`src/rtl/ctl_pkg.sv`:
```
package ctl_pkg;
    typedef enum logic [1:0] {
        NMI_OFF   = 2'd0,
        NMI_ARMED = 2'd1,
        NMI_FIRED = 2'd2
    } nmi_state_e;
endpackage

```
`src/rtl/ctl_win_decode.sv`:
```
module ctl_win_decode #(
    parameter int          ADDR_W = 16,
    parameter int          NBITS  = 8,
    parameter logic [15:0] BASE   = 16'h4800
) (
    input  logic [ADDR_W-1:0] addr,
    input  logic              wr,
    output logic [NBITS-1:0]  strobe,
    output logic              value
);
    localparam int SEL_W = $clog2(NBITS);
    localparam int WIN_W = SEL_W + 1;

    logic hit;
    logic [SEL_W-1:0] sel;

    always_comb begin
        hit   = wr && (addr[ADDR_W-1:WIN_W] == BASE[ADDR_W-1:WIN_W]);
        sel   = addr[SEL_W-1:0];
        value = addr[SEL_W];
    end

    for (genvar i = 0; i < NBITS; i++) begin : g_strobe
        assign strobe[i] = hit && (sel == SEL_W'(i));
    end
endmodule

```
`src/rtl/ctl_bit_bank.sv`:
```
module ctl_bit_bank #(
    parameter int NBITS = 8
) (
    input  logic             clk,
    input  logic             rst_n,
    input  logic [NBITS-1:0] strobe,
    input  logic             value,
    output logic [NBITS-1:0] q
);
    for (genvar i = 0; i < NBITS; i++) begin : g_bit
        always_ff @(posedge clk) begin
            if (!rst_n)
                q[i] <= 1'b0;
            else if (strobe[i])
                q[i] <= value;
        end
    end
endmodule

```
`src/rtl/ctl_edge_det.sv`:
```
module ctl_edge_det (
    input  logic clk,
    input  logic rst_n,
    input  logic level,
    output logic rise
);
    logic level_q;

    always_ff @(posedge clk) begin
        if (!rst_n)
            level_q <= 1'b0;
        else
            level_q <= level;
    end

    assign rise = level && !level_q;
endmodule

```
`src/rtl/ctl_nmi_fsm.sv`:
```
module ctl_nmi_fsm
    import ctl_pkg::*;
(
    input  logic clk,
    input  logic rst_n,
    input  logic en_set,
    input  logic en_clr,
    input  logic edge_in,
    output logic nmi
);
    nmi_state_e state_q, state_d;

    always_ff @(posedge clk) begin
        if (!rst_n)
            state_q <= NMI_OFF;
        else
            state_q <= state_d;
    end

    always_comb begin
        state_d = state_q;
        unique case (state_q)
            NMI_OFF: begin
                if (en_set && edge_in)
                    state_d = NMI_FIRED;
                else if (en_set)
                    state_d = NMI_ARMED;
            end
            NMI_ARMED: begin
                if (en_clr)
                    state_d = NMI_OFF;
                else if (edge_in)
                    state_d = NMI_FIRED;
            end
            NMI_FIRED: begin
                if (en_clr)
                    state_d = NMI_OFF;
            end
            default: state_d = NMI_OFF;
        endcase
    end

    always_comb begin
        nmi = (state_q == NMI_FIRED);
    end
endmodule

```
`src/rtl/ctl_latch_nmi.sv`:
```
module ctl_latch_nmi #(
    parameter int          ADDR_W    = 16,
    parameter int          DATA_W    = 8,
    parameter int          NBITS     = 8,
    parameter logic [15:0] BASE      = 16'h4800,
    parameter int          OWNER_BIT = 0,
    parameter int          NMI_BIT   = 1,
    parameter int          MCU_BIT   = 4
) (
    input  logic              clk,
    input  logic              rst_n,
    input  logic [ADDR_W-1:0] bus_addr,
    input  logic [DATA_W-1:0] bus_data,
    input  logic              bus_wr,
    input  logic              vblank,
    output logic [NBITS-1:0]  latch_q,
    output logic              ram_owner_main,
    output logic              mcu_run,
    output logic              nmi
);
    logic [NBITS-1:0] strobe;
    logic             value;
    logic             vb_rise;
    logic             data_unused;

    assign data_unused = ^bus_data;

    ctl_win_decode #(.ADDR_W(ADDR_W), .NBITS(NBITS), .BASE(BASE)) u_dec (
        .addr(bus_addr), .wr(bus_wr), .strobe(strobe), .value(value)
    );

    ctl_bit_bank #(.NBITS(NBITS)) u_bank (
        .clk(clk), .rst_n(rst_n), .strobe(strobe), .value(value), .q(latch_q)
    );

    ctl_edge_det u_edge (
        .clk(clk), .rst_n(rst_n), .level(vblank), .rise(vb_rise)
    );

    ctl_nmi_fsm u_fsm (
        .clk(clk), .rst_n(rst_n),
        .en_set(strobe[NMI_BIT] && value),
        .en_clr(strobe[NMI_BIT] && !value),
        .edge_in(vb_rise), .nmi(nmi)
    );

    assign ram_owner_main = latch_q[OWNER_BIT];
    assign mcu_run        = latch_q[MCU_BIT];
endmodule

```
`config.mk`:
```
export PLATFORM = sky130hd
export DESIGN_NAME = ctl_latch_nmi
export DESIGN_NICKNAME = d
export VERILOG_FILES = /design/src/rtl/ctl_pkg.sv /design/src/rtl/ctl_win_decode.sv /design/src/rtl/ctl_bit_bank.sv /design/src/rtl/ctl_edge_det.sv /design/src/rtl/ctl_nmi_fsm.sv /design/src/rtl/ctl_latch_nmi.sv
export SDC_FILE = /design/constraint.sdc
export NUM_CORES = 1
export LEC_CHECK = 0
export BUFFER_PORTS_ARGS = -buffer_cell sky130_fd_sc_hd__buf_2
export CORE_MARGIN = 2
export CORE_UTILIZATION = 42
export DETAILED_ROUTE_END_ITERATION = 6
export PLACE_DENSITY = 0.79
export SYNTH_ARGS = -nofsm -noshare
export SYNTH_HDL_FRONTEND = slang
export SYNTH_SLANG_ARGS = --single-unit
```
`constraint.sdc`:
```
create_clock -name clk -period 1.8 [get_ports clk]
set_clock_uncertainty 0.15 [all_clocks]
set_input_delay 0 -clock clk [delete_from_list [all_inputs] [get_ports clk]]
set_output_delay 0 -clock clk [all_outputs]
set_load 0.05 [all_outputs]
```
* Word level (Yosys, flattened, before mapping)
Cells that the tools add are included.
Word-level totals: bits in registers 11, output and inout bits 11
Cells by class: equal/unequal tests 13, mux-type cells 6, reduce and logical (&&, ||, !) cells 18
Operators by type and width (number):
- $logic_and A1 B1 Y1 | 13
- $eq A12 B11 Y1 const B | 1
- $eq A3 B3 Y1 const B | 4
- $mux W2 | 5
- $eq A3 B2 Y1 const B | 2
- $ne A3 B1 Y1 const B | 2
- $pmux W2 S3 | 1
- $eq A3 B1 Y1 const B | 1
- $logic_not A3 Y1 | 1
- $reduce_and A3 Y1 | 1
- $eq A2 B1 Y1 const B | 1
- $eq A2 B2 Y1 const B | 1
- $logic_not A1 Y1 | 2
- $logic_not A2 Y1 | 1
- $ne A2 B1 Y1 const B | 1

* Logic depth before layout (Yosys ltp)
Gate-level depths: netlist (run 1).
depth after elaboration 7, depth in mapped cells 4, gate-level depth less buffers 4

* Cells and area by module
Synthesis (run 1) repeated with hierarchy kept, for this count alone.
Second synthesis, totals: cell total of the unflattened synthesis 61, area, all modules 643.1 µm²
By module, submodules not included:
- ctl_bit_bank | times used 1, cells each 25, area each 301.5 µm², seq. area each 160.2 µm²
- ctl_win_decode | times used 1, cells each 19, area each 160.2 µm², seq. area each 0.0 µm²
- ctl_nmi_fsm | times used 1, cells each 10, area each 110.1 µm², seq. area each 40.0 µm²
- ctl_edge_det | times used 1, cells each 3, area each 40.0 µm², seq. area each 20.0 µm²
- ctl_latch_nmi | times used 1, cells each 4, area each 31.3 µm², seq. area each 0.0 µm²

* Worst setup path after synthesis (run 1)
OpenSTA, ideal clock, no wires.
kind register to output, from reg u_fsm.state_q[1], to out nmi, arrival 1.088 ns, slack 0.562 ns, cell stages (with the launch flop) 2, cell sequence dfxtp_1 nor2b_1
Between the ends: longest elaborated chain between the ends 1
Ends and longest elaborated chain:
- start: declaration | line ctl_nmi_fsm.sv:11 | nmi_state_e state_q, state_d;
- start signal: assignment | line ctl_nmi_fsm.sv:17 | state_q <= state_d;
- $eq A2 B2 Y1 | line ctl_nmi_fsm.sv:44 | nmi = (state_q == NMI_FIRED);
- end: declaration | line ctl_latch_nmi.sv:19 | output logic nmi
No other way between the ends.

==> run summary, run 1 <==
Status: finished clean
Synthesized cell area: 564 sq um
Syn nets: 81
Die height: 40.7 microns
Setup violators final: 0
Post-Syn Instances: 53
Final min period: 1.77 ns
Io pins: 39
CP required: 1.86 ns
Commonest non-fill, non-tap cell in the layout: buf_2
GPL Wtd Cong: 0.617
Routed WL: 1.40 mm
Maximum vdd drop: 0.313 mV
Clk buf depth: 2
Antenna viol nets, final: 0
Vias in the first global route: 456
Die width: 40.7 microns
Initial antenna violation count: 0
Synth top area cells: dfxtp_1, o211ai_1, o31ai_1
Share of post-route cells with drive strength above 1: 0.411
Total GRT Usage: 0.191
Die area: 0.00165 sq mm
Syn Area/Cell: 10.6 sq um
Router iterations before antenna repair: 4
Top cell type's share of synthesized area: 0.390
Sink Count: 11
TritonCTS clock tree: built
Number of buffer cells added on primary ports: 30
Clk root buf: clkbuf_4
HPWL after DPL: 882 microns
Final Cycle Share: 0.983
Clk slew on worst S/H paths: 0.07 ns
Setup TNS: 0 ns
Vias per inst: 5.51
Seq/Total Area, Yosys: 0.390
Clk_lat worst skew: 0.27 ns
ANT cells: 0
WL/cell: 12.7 microns
Power per cell area: 562 mW/mm^2
Total leakage power: 0.383 nW
Final std cells w/o fill: 110
Hold WC Path Type: in -> reg
CP startpoint kind: input port
Max-slew violation count: 0
Warnings, synthesis: 0
Synth Flop Type: dfxtp_1
Most frequent cells in the layout: buf_2, dlygate4sd3_1, dfxtp_1
Largest net degree at the start of global routing: 9
Initial Utilization: 0.439
Data arrival time of the worst path: 1.83 ns
First-pass GRT wire length: 1.99 mm
Gr ovfl total: 0
Iter 0 DRT Violations: 10
Least-Margin Pin Slew: 0.324 ns
Relative slew slack: 0.781
Max Fclk: 0.565 GHz
Core area: 0.00128 sq mm
Asr flop ratio synth: 0
# rows: 13
Area leader, netlist: dfxtp_1
TritonCTS Buffers: 3
Crit-path max FO: 8
Vias: 606
Area grow syn2layout: 51.9%
Netlist cell types: 24
Fillcell total: 104
RSZ-0062 raised after global routing: false
Post-Place Cells: 95
Critical path endpoint category: flop
Setup CP Type: in -> reg
Total Nets Final: 124
Post-synth EDFFs: 0
Final hold viol count: 0
Flops & latches, synth: 11
H-tree lvl count: 1
Max cap viols: 0
DRC viols: 0
worst max-delay path, cell delays in order:
cell,delay [ns]
dlygate4sd3_1,0.53
buf_2,0.12
nand2_1,0.18
o41ai_1,0.40
dlygate4sd3_1,0.60
synthesized netlist by cell type, types with 2 or more instances:
master	n
dfxtp_1	11
o211ai_1	5
o31ai_1	5
mux2i_1	3
nand2_1	3
nand2b_1	3
buf_4	2
nand4b_1	2
nor2_1	2
o311ai_1	2
o41ai_1	2
metrics by stage:
stage	power, W	area, sq um	hold slack (ns)	setup WS [ns]	utilization
4_1_cts	0.000484	851	0.00707	0.110	0.662
2_1_floorplan	0.000272	564	-0.0477	0.562	-
3_5_place_dp	0.000303	714	0.0917	0.371	0.556
3_3_place_gp	0.000302	714	0.0708	0.394	0.556
6_report	0.000482	857	0.0107	0.0313	0.667
5_1_grt	0.000502	857	0.0363	0.00453	0.667
report_power, final:
group          internal [W]  switching [W]
sequential         0.000244    0.000000360
combinational     0.0000341      0.0000330
clock             0.0000858      0.0000845
total              0.000364       0.000118
final timing paths:
check,from,endpoint,slack [ns],depth (start not counted)
max,bus_addr[3],u_bank.q[0],0.03,5
min reg2reg,u_bank.q[1],u_bank.q[1],0.32,2
max reg2reg,u_edge.level_q,u_fsm.state_q[0],0.28,4
min,bus_addr[10],u_bank.q[5],0.01,4
state kept, by name (all words and copies together), names as in the netlist:
signal	flops
u_bank.q	8
u_edge.level_q	1
u_fsm.state_q	2
routing by layer:
| layer | vias up | GRT usage | routed length [microns] |
|---|---|---|---|
| met1 | 269 | 0.229 | 616 |
| met2 | 35 | 0.306 | 627 |
| li1 | 297 | - | - |
| met5 | - | 0 | 0 |
| met3 | 5 | 0.0380 | 114 |
| met4 | 0 | 0.125 | 40 |
cell type report:
type | count | area [sq um] | share of cell area
flip-flops and latches | 11 | 220 | 0.257
well taps | 15 | 18.8 | 0.0219
repair buffers | 41 | 260 | 0.304
clock buffers | 4 | 26.3 | 0.0307
multi-input cells | 39 | 332 | 0.387
kinds of logic after synthesis:
family | count (synthesis) | share of synthesized area
flops | 11 | 0.390
buf+inv | 3 | 0.0332
mux | 3 | 0.0532
compound gates | 16 | 0.220
simple gates | 20 | 0.304
timing repair:
item | in CTS | in global routing
gates resized for setup | 0 | 1
setup endpoints to repair | 0 | 1
endpoints found under the hold margin | 11 | 0
hold buffers | 11 | 0
buffers inserted | 0 | 0
Note: power is estimated with default switching activity, not from simulation.
==> run 2, diff against run 1 <==
- CORE_MARGIN: 2 -> not set
==> run summary, run 2 (same netlist as run 1, synthesis figures left out) <==
Reg with most FFs: u_bank.q
Least-Margin Pin Slew: 0.369 ns (+0.0453 ns)
Most frequent CP cell: dlygate4sd3_1
Iter 0 DRT Violations: 22 (+12)
Commonest non-fill, non-tap cell in the layout: buf_2
Share of post-route cells with drive strength above 1: 0.406 (-0.00428)
TritonCTS clock tree: built
# rows: 12 (-1)
Max Fclk: 0.596 GHz (+5.4%)
Sink Count: 11 (unchanged)
Vias in the first global route: 599 (+31%)
ANT cells: 0 (unchanged)
Total leakage power: 0.384 nW (+0.32%)
Critical Path End: u_bank.q[0]
Core area: 0.00117 sq mm (-8.9%)
Maximum vdd drop: 0.660 mV (+110%)
Io pins: 39 (unchanged)
Setup CP Type: in -> reg
Power Total: 0.000482 W (about the same)
Sequential Area: 220 sq um (unchanged)
Antenna viol nets, final: 0 (unchanged)
TritonCTS Buffers: 3 (unchanged)
Max cap viols: 0 (unchanged)
Die area: 0.00149 sq mm (-9.6%)
Relative slew slack: 0.753 (-0.0284)
Number of buffer cells added on primary ports: 30 (unchanged)
Worst path max stage delay: 0.58 ns (-0.02 ns)
DRC viols: 0 (unchanged)
Fillcell total: 82 (-21%)
Initial antenna violation count: 0 (unchanged)
CP delay by family, top: buffers and inverters
WL/cell: 13.6 microns (+7.0%)
Most frequent cells in the layout: buf_2, dlygate4sd3_1, dfxtp_1
Clk buf depth: 2 (unchanged)
Setup violators final: 0 (unchanged)
Total GRT Usage: 0.251 (+0.0599)
Critical path endpoint category: flop
Largest net degree at the start of global routing: 9 (unchanged)
Top Registers: u_bank.q: 8 flops, u_fsm.state_q: 2 flops, u_edge.level_q: 1 flops
Router iterations before antenna repair: 4 (unchanged)
Clk_lat worst skew: 0.27 ns (about the same)
Crit-path max FO: 8 (unchanged)
Total Nets Final: 125 (+0.81%)
Max-slew violation count: 0 (unchanged)
Die height: 38.7 microns (-4.9%)
Setup crit start: bus_addr[3]
Multi-input gate area: 340 sq um (+2.6%)
Setup bufs post-CTS: 0 (unchanged)
CP required: 1.87 ns (about the same)
Final min period: 1.68 ns (-0.0900 ns)
Worst path cell trace: dlygate4sd3_1, buf_2, nand2_1, o41ai_1, dlygate4sd3_1
Area grow syn2layout: 55.0%
Routed WL: 1.50 mm (+7.0%)
Power per cell area: 551 mW/mm^2 (-2.0%)
Clk root buf: clkbuf_4
Critical R2R Capture: u_fsm.state_q[0]
First-pass GRT wire length: 2.50 mm (+26%)
Critical path depth: 5 (unchanged)
HPWL after DPL: 912 microns (+3.4%)
Gr ovfl total: 0 (unchanged)
Status: finished clean
GPL Wtd Cong: 0.691 (+12%)
Worst reg2reg setup slack: 0.31 ns (+0.03 ns)
Final hold viol count: 0 (unchanged)
Slowest-stage cell, CP: dlygate4sd3_1
Vias per inst: 5.56 (+0.99%)
Data arrival time of the worst path: 1.75 ns (-0.08 ns)
Clk slew on worst S/H paths: 0.07 ns (about the same)
Hold WC Path Type: in -> reg
H-tree lvl count: 1 (unchanged)
Setup TNS: 0 ns (unchanged)
CP bufs+invs: 3 (unchanged)
RSZ-0062 raised after global routing: false
Die width: 38.7 microns (-4.9%)
Max reg flops: 8 (unchanged)
Vias: 612 (+0.99%)
CP startpoint kind: input port
Worst r2r src: u_edge.level_q
Hold Path Stages: 5 (+1)
Initial Utilization: 0.482 (+0.0427)
Worst R2R Path Depth: 4 (unchanged)
Final Cycle Share: 0.933 (-0.0500)
[run 2: changes by cell type in the layout (fill, tap and decap cells not counted), sizes merged]
cell         change
dlygate4sd3      +1
[run 2: how the worst min path moves through the flow]
stage	from	endpoint	slack (ns)
finish	bus_addr[10]	u_bank.q[6]	0.01
global route	bus_addr[10]	u_bank.q[7]	0.03
detailed placement	vblank	u_edge.level_q	0.08
floorplan	bus_addr[0]	u_bank.q[0]	-0.05
global placement	vblank	u_edge.level_q	0.07
CTS	bus_addr[10]	u_bank.q[3]	0.002
[run 2: through the flow]
step                setup slack, ns  area, sq um  hold slack (ns)  cells  utilization
floorplan                     0.562          564          -0.0477     53            -
global placement              0.372          713           0.0700     94        0.609
detailed placement            0.386          713           0.0779     94        0.609
CTS                           0.124          850          0.00167    109        0.725
global route                 0.0219          875           0.0273    110        0.747
finish                        0.121          875           0.0107    110        0.747
[run 2: power breakdown]
part           internal (W)  total [W]  switching [W]  leakage [nW]
combinational     0.0000342  0.0000691      0.0000349         0.280
clock             0.0000858   0.000168      0.0000827        0.0150
sequential         0.000244   0.000244    0.000000163        0.0888
total              0.000364   0.000482       0.000118         0.384
[run 2: final cells by class]
class	instances	area share
clock buffer	4	0.0300
multi-input combinational	39	0.389
sequential	11	0.252
tap	14	0.0200
timing repair buffer	42	0.309
[run 2: worst register-to-register path, cell delays in order (launching register included)]
cell,delay (ns)
dfxtp_1,0.29
nand2b_1,0.17
nand4b_1,0.11
dlygate4sd3_1,0.58
mux2i_1,0.07
[run 2: routing by layer]
metal  GRT usage  routed length (microns)  vias to the layer above
met5           0                        0                        -
li1            -                        -                      301
met2       0.408                      738                       27
met3       0.116                       94                        4
met1       0.285                      641                      280
met4      0.0862                       23                        0
[run 2: timing repair]
action                                 4_1_cts  5_1_grt
endpoints found under the hold margin       10        3
resized for setup                            0        2
hold buffers                                11        1
setup endpoints to repair                    0        1
